==> config.mk <==
export PLATFORM = sky130hd
export DESIGN_NAME = romid_crc_check
export DESIGN_NICKNAME = d
export VERILOG_FILES = /design/src/rtl/romid_crc_check.sv
export SDC_FILE = /design/constraint.sdc
export NUM_CORES = 1
export LEC_CHECK = 0
export ABC_AREA = 0
export ABC_CLOCK_PERIOD_IN_PS = 2200
export BUFFER_PORTS_ARGS = -buffer_cell sky130_fd_sc_hd__buf_2
export CAP_MARGIN = 5
export CORE_AREA = 2 2 49 51
export CTS_BUF_LIST = sky130_fd_sc_hd__clkbuf_8
export CTS_CLUSTER_DIAMETER = 50
export CTS_CLUSTER_SIZE = 14
export DETAILED_ROUTE_END_ITERATION = 12
export DIE_AREA = 0 0 51 53
export GPL_TIMING_DRIVEN = 0
export PLACE_DENSITY = 0.77
export SLEW_MARGIN = 20
export SYNTH_ARGS = -nofsm -noshare
export SYNTH_HDL_FRONTEND = slang
export SYNTH_SLANG_ARGS = --single-unit
==> constraint.sdc <==
create_clock -name clk -period 2.2 [get_ports clk]
set_clock_uncertainty 0.1 [all_clocks]
set_input_delay 0.22 -clock clk [delete_from_list [all_inputs] [get_ports clk]]
set_output_delay 0.22 -clock clk [all_outputs]
set_load 0.01 [all_outputs]
==> src/rtl/romid_crc_check.sv <==
module romid_crc_check #(
  parameter int ID_BITS = 56,
  parameter int CRC_W   = 8,
  parameter logic [CRC_W-1:0] POLY_REFL = 8'h8C
) (
  input  logic             clk,
  input  logic             rst,
  input  logic             start,
  input  logic             bit_vld,
  input  logic             bit_in,
  output logic [CRC_W-1:0] crc_q,
  output logic             done,
  output logic             match,
  output logic             fail
);
  localparam int TOTAL = ID_BITS + CRC_W;
  localparam int CNT_W = $clog2(TOTAL + 1);

  logic [CNT_W-1:0] cnt;
  logic [CRC_W-1:0] rx_q;
  logic [CRC_W-1:0] rx_nxt;
  logic [CRC_W-1:0] crc_nxt;
  logic             fin;
  logic             take;
  logic             fb;

  assign fin     = (cnt == CNT_W'(TOTAL));
  assign take    = bit_vld && !fin;
  assign fb      = bit_in ^ crc_q[0];
  assign crc_nxt = (crc_q >> 1) ^ (fb ? POLY_REFL : '0);
  assign rx_nxt  = {bit_in, rx_q[CRC_W-1:1]};

  always_ff @(posedge clk) begin
    if (rst || start) begin
      cnt   <= '0;
      crc_q <= '0;
      rx_q  <= '0;
      done  <= 1'b0;
      match <= 1'b0;
      fail  <= 1'b0;
    end else begin
      done <= 1'b0;
      if (take) begin
        cnt <= cnt + 1'b1;
        if (cnt < CNT_W'(ID_BITS))
          crc_q <= crc_nxt;
        else
          rx_q <= rx_nxt;
        if (cnt == CNT_W'(TOTAL - 1)) begin
          done  <= 1'b1;
          match <= (rx_nxt == crc_q);
          fail  <= (rx_nxt != crc_q);
        end
      end
    end
  end
endmodule


==> flow_metrics.tcl <==
set metrics [dict create \
    status "complete, no violations" \
    rrSetupSlack_ns 0.32 \
    vias 951 \
    overflow 0 \
    cts_buffers 3 \
    period_minus_slack_ns 1.876 \
    ys_seq_elements 25 \
    grt_pass1_wl_um 4036 \
    cts_setup_buffers 0 \
    yosysSeqAreaShare 0.4211 \
    syn-instance-count 131 \
    cts_tree "built" \
    cp.depth 5 \
    rows 17 \
    die_width_um 51 \
    ios 16 \
    crit_type "reg -> reg" \
    wl_um 2312 \
    cpPeakStageDelay_ns 0.42 \
    globalplace.congestion 0.8435 \
    die_h_um 53 \
    wl_per_cell_um 12.99 \
    clkSlewWorstSetupHoldPaths_ns 0.09 \
    cp.arrival_ns 1.94 \
    crit_top_cell "or3_1" \
    layout_commonest_cell "dfxtp_1" \
    hold_path.class "in -> reg" \
    hold_violations 0 \
    hold_buffers 0 \
    setup_slack_ns 0.3243 \
    design_area_um2 1345 \
    layout.nets 158 \
    dp_slack_ns 0.3423 \
    h-tree-depth 1 \
    portBuffers 15 \
    min_delay_path_depth 4 \
    fin_crit_sh 0.8526 \
    synth.distinct_cells 28 \
    die-area_um2 2703 \
    rr_worst_depth 5 \
    path_cells "ha_1 > nand3_1 > or3_1 > or3_1 > and3_1" \
    path_buf_inv 0 \
    drt_iter0_drc 21 \
    fmax_ghz 0.5331 \
    drv_cap 0 \
    powerDensity_nw_per_um2 581.9 \
    synth_fp_nets 138 \
    root_buffer "clkbuf_8" \
    layout_common_cells "dfxtp_1, nand2_1, buf_2" \
    vdd_drop_max_mv 0.3580 \
    dpl_cell_area_um2 1299 \
    worstPathRequired_ns 2.26 \
    drt_pass1_iterations 4 \
    layout-drive-gt1-share 0.2533 \
    finalSetupViolCount 0 \
    ant_nets 0 \
    initial_core_util 0.5533 \
    area_growth_pct 13.16 \
    relSlewSlack 0.5382 \
    netlist_area_um2 1189 \
    p_leak_nw 0.5110 \
    grtUsageTotal 0.2035 \
    synthArstFlopShare 0 \
    crit_family "simple AND/OR/NAND/NOR gates" \
    synth-main-ff-cell "dfxtp_1" \
    dp_hpwl_um 1726 \
    cp_max_fo 5 \
    finalMaxSlewViolations 0 \
    end_kind "flop" \
    tns_ns 0 \
    worstSkewPairLatency_ns 0.27 \
    cts_resized 0 \
    cts_buffer_depth 2 \
    drcViolationCount 0 \
    syn_avg_cell_area_um2 9.074 \
    utilization 0.6261 \
    synth_edf_count 0 \
    via_per_inst 5.343 \
    grt_pass1_vias 901 \
    core_um2 2148 \
    yosysWarnings 0 \
    cts_num_sinks 25 \
    cpMaxStageDelayCell "or3_1" \
    num_antenna_cells 0 \
    tightest_slew_ns 0.6894 \
    cp-start-kind "flop" \
    rsz0062_at_grt "no" \
    grt_max_degree 15 \
    antenna_found_initial 0 \
]
-- state kept, by name, summed over array words and instances (netlist names) --
signal	flops
fail	1
done	1
cnt	7
match	1
rx_q	7
crc_q	8
-- kinds of logic after synthesis --
kind of cell             synth area share
adder cells (fa/ha/maj)           0.02105
AND/OR/NAND/NOR                    0.2137
multiplexers                      0.03369
buffers and inverters             0.06947
AO/OA/AOI/OAI                      0.1305
XOR/XNOR                           0.1105
flip-flops                         0.4211
-- cells in the mapped netlist, types with 2 or more instances --
library cell | n | area, um^2
dfxtp_1 | 25 | 500.5
nand2_1 | 15 | 56.30
xnor2_1 | 12 | 105.1
nand3_1 | 10 | 50.05
nor2_1 | 10 | 37.54
a21oi_1 | 9 | 45.04
o21ai_2 | 6 | 52.55
buf_4 | 5 | 37.54
mux2i_1 | 4 | 40.04
nand4_1 | 4 | 25.02
clkbuf_1 | 3 | 11.26
nand3_2 | 3 | 30.03
or3_1 | 3 | 18.77
xor2_1 | 3 | 26.28
and3_1 | 2 | 12.51
buf_6 | 2 | 22.52
ha_1 | 2 | 25.02
inv_1 | 2 | 7.510
o21ai_0 | 2 | 10.01
-- routing by layer --
metal / global-route usage / up-vias / wire length, um
met1: 0.2509 / 446 / 1089
met2: 0.3485 / 18 / 1128
li1: - / 483 / -
met5: 0 / - / 0
met4: 0.1171 / 0 / 33
met3: 0.01695 / 4 / 61
-- worst min-delay path, stage by stage --
cell     delay, ns
buf_2         0.08
nor2_1        0.06
nand2_1       0.08
o21ai_2       0.04
-- final timing paths --
path | endpoint | start
min reg2reg | match | match
min | rx_q[2] | rst
max | fail | cnt[1]
max reg2reg | fail | cnt[1]
-- report_power, final --
group,internal [W],leakage [nW],switching (W)
clock network,0.000127,0.0255,0.000146
registers,0.000456,0.202,0.00000458
logic,0.0000204,0.284,0.0000292
total,0.000603,0.511,0.000180
-- per-stage QoR --
stage	instances	hold WS, ns	total power [W]
floorplan	131	0.2626	0.0005041
global placement	174	0.3416	0.0005188
detailed placement	174	0.3446	0.0005209
CTS	178	0.1491	0.0007874
global route	178	0.1608	0.0008074
finish	178	0.1495	0.0007827
-- cell type report --
| class | count | area [um^2] |
|---|---|---|
| Multi-Input combinational cell | 93 | 605.6 |
| Inverter | 2 | 7.507 |
| Tap cell | 28 | 35.03 |
| Fill cell | 201 | 803.3 |
| Sequential cell | 25 | 500.5 |
| Timing Repair Buffer | 15 | 75.07 |
| Clock buffer | 3 | 41.29 |
| Clock inverter | 1 | 5.005 |
| Buffer | 11 | 75.07 |
Power figures use the tool's default switching activity.
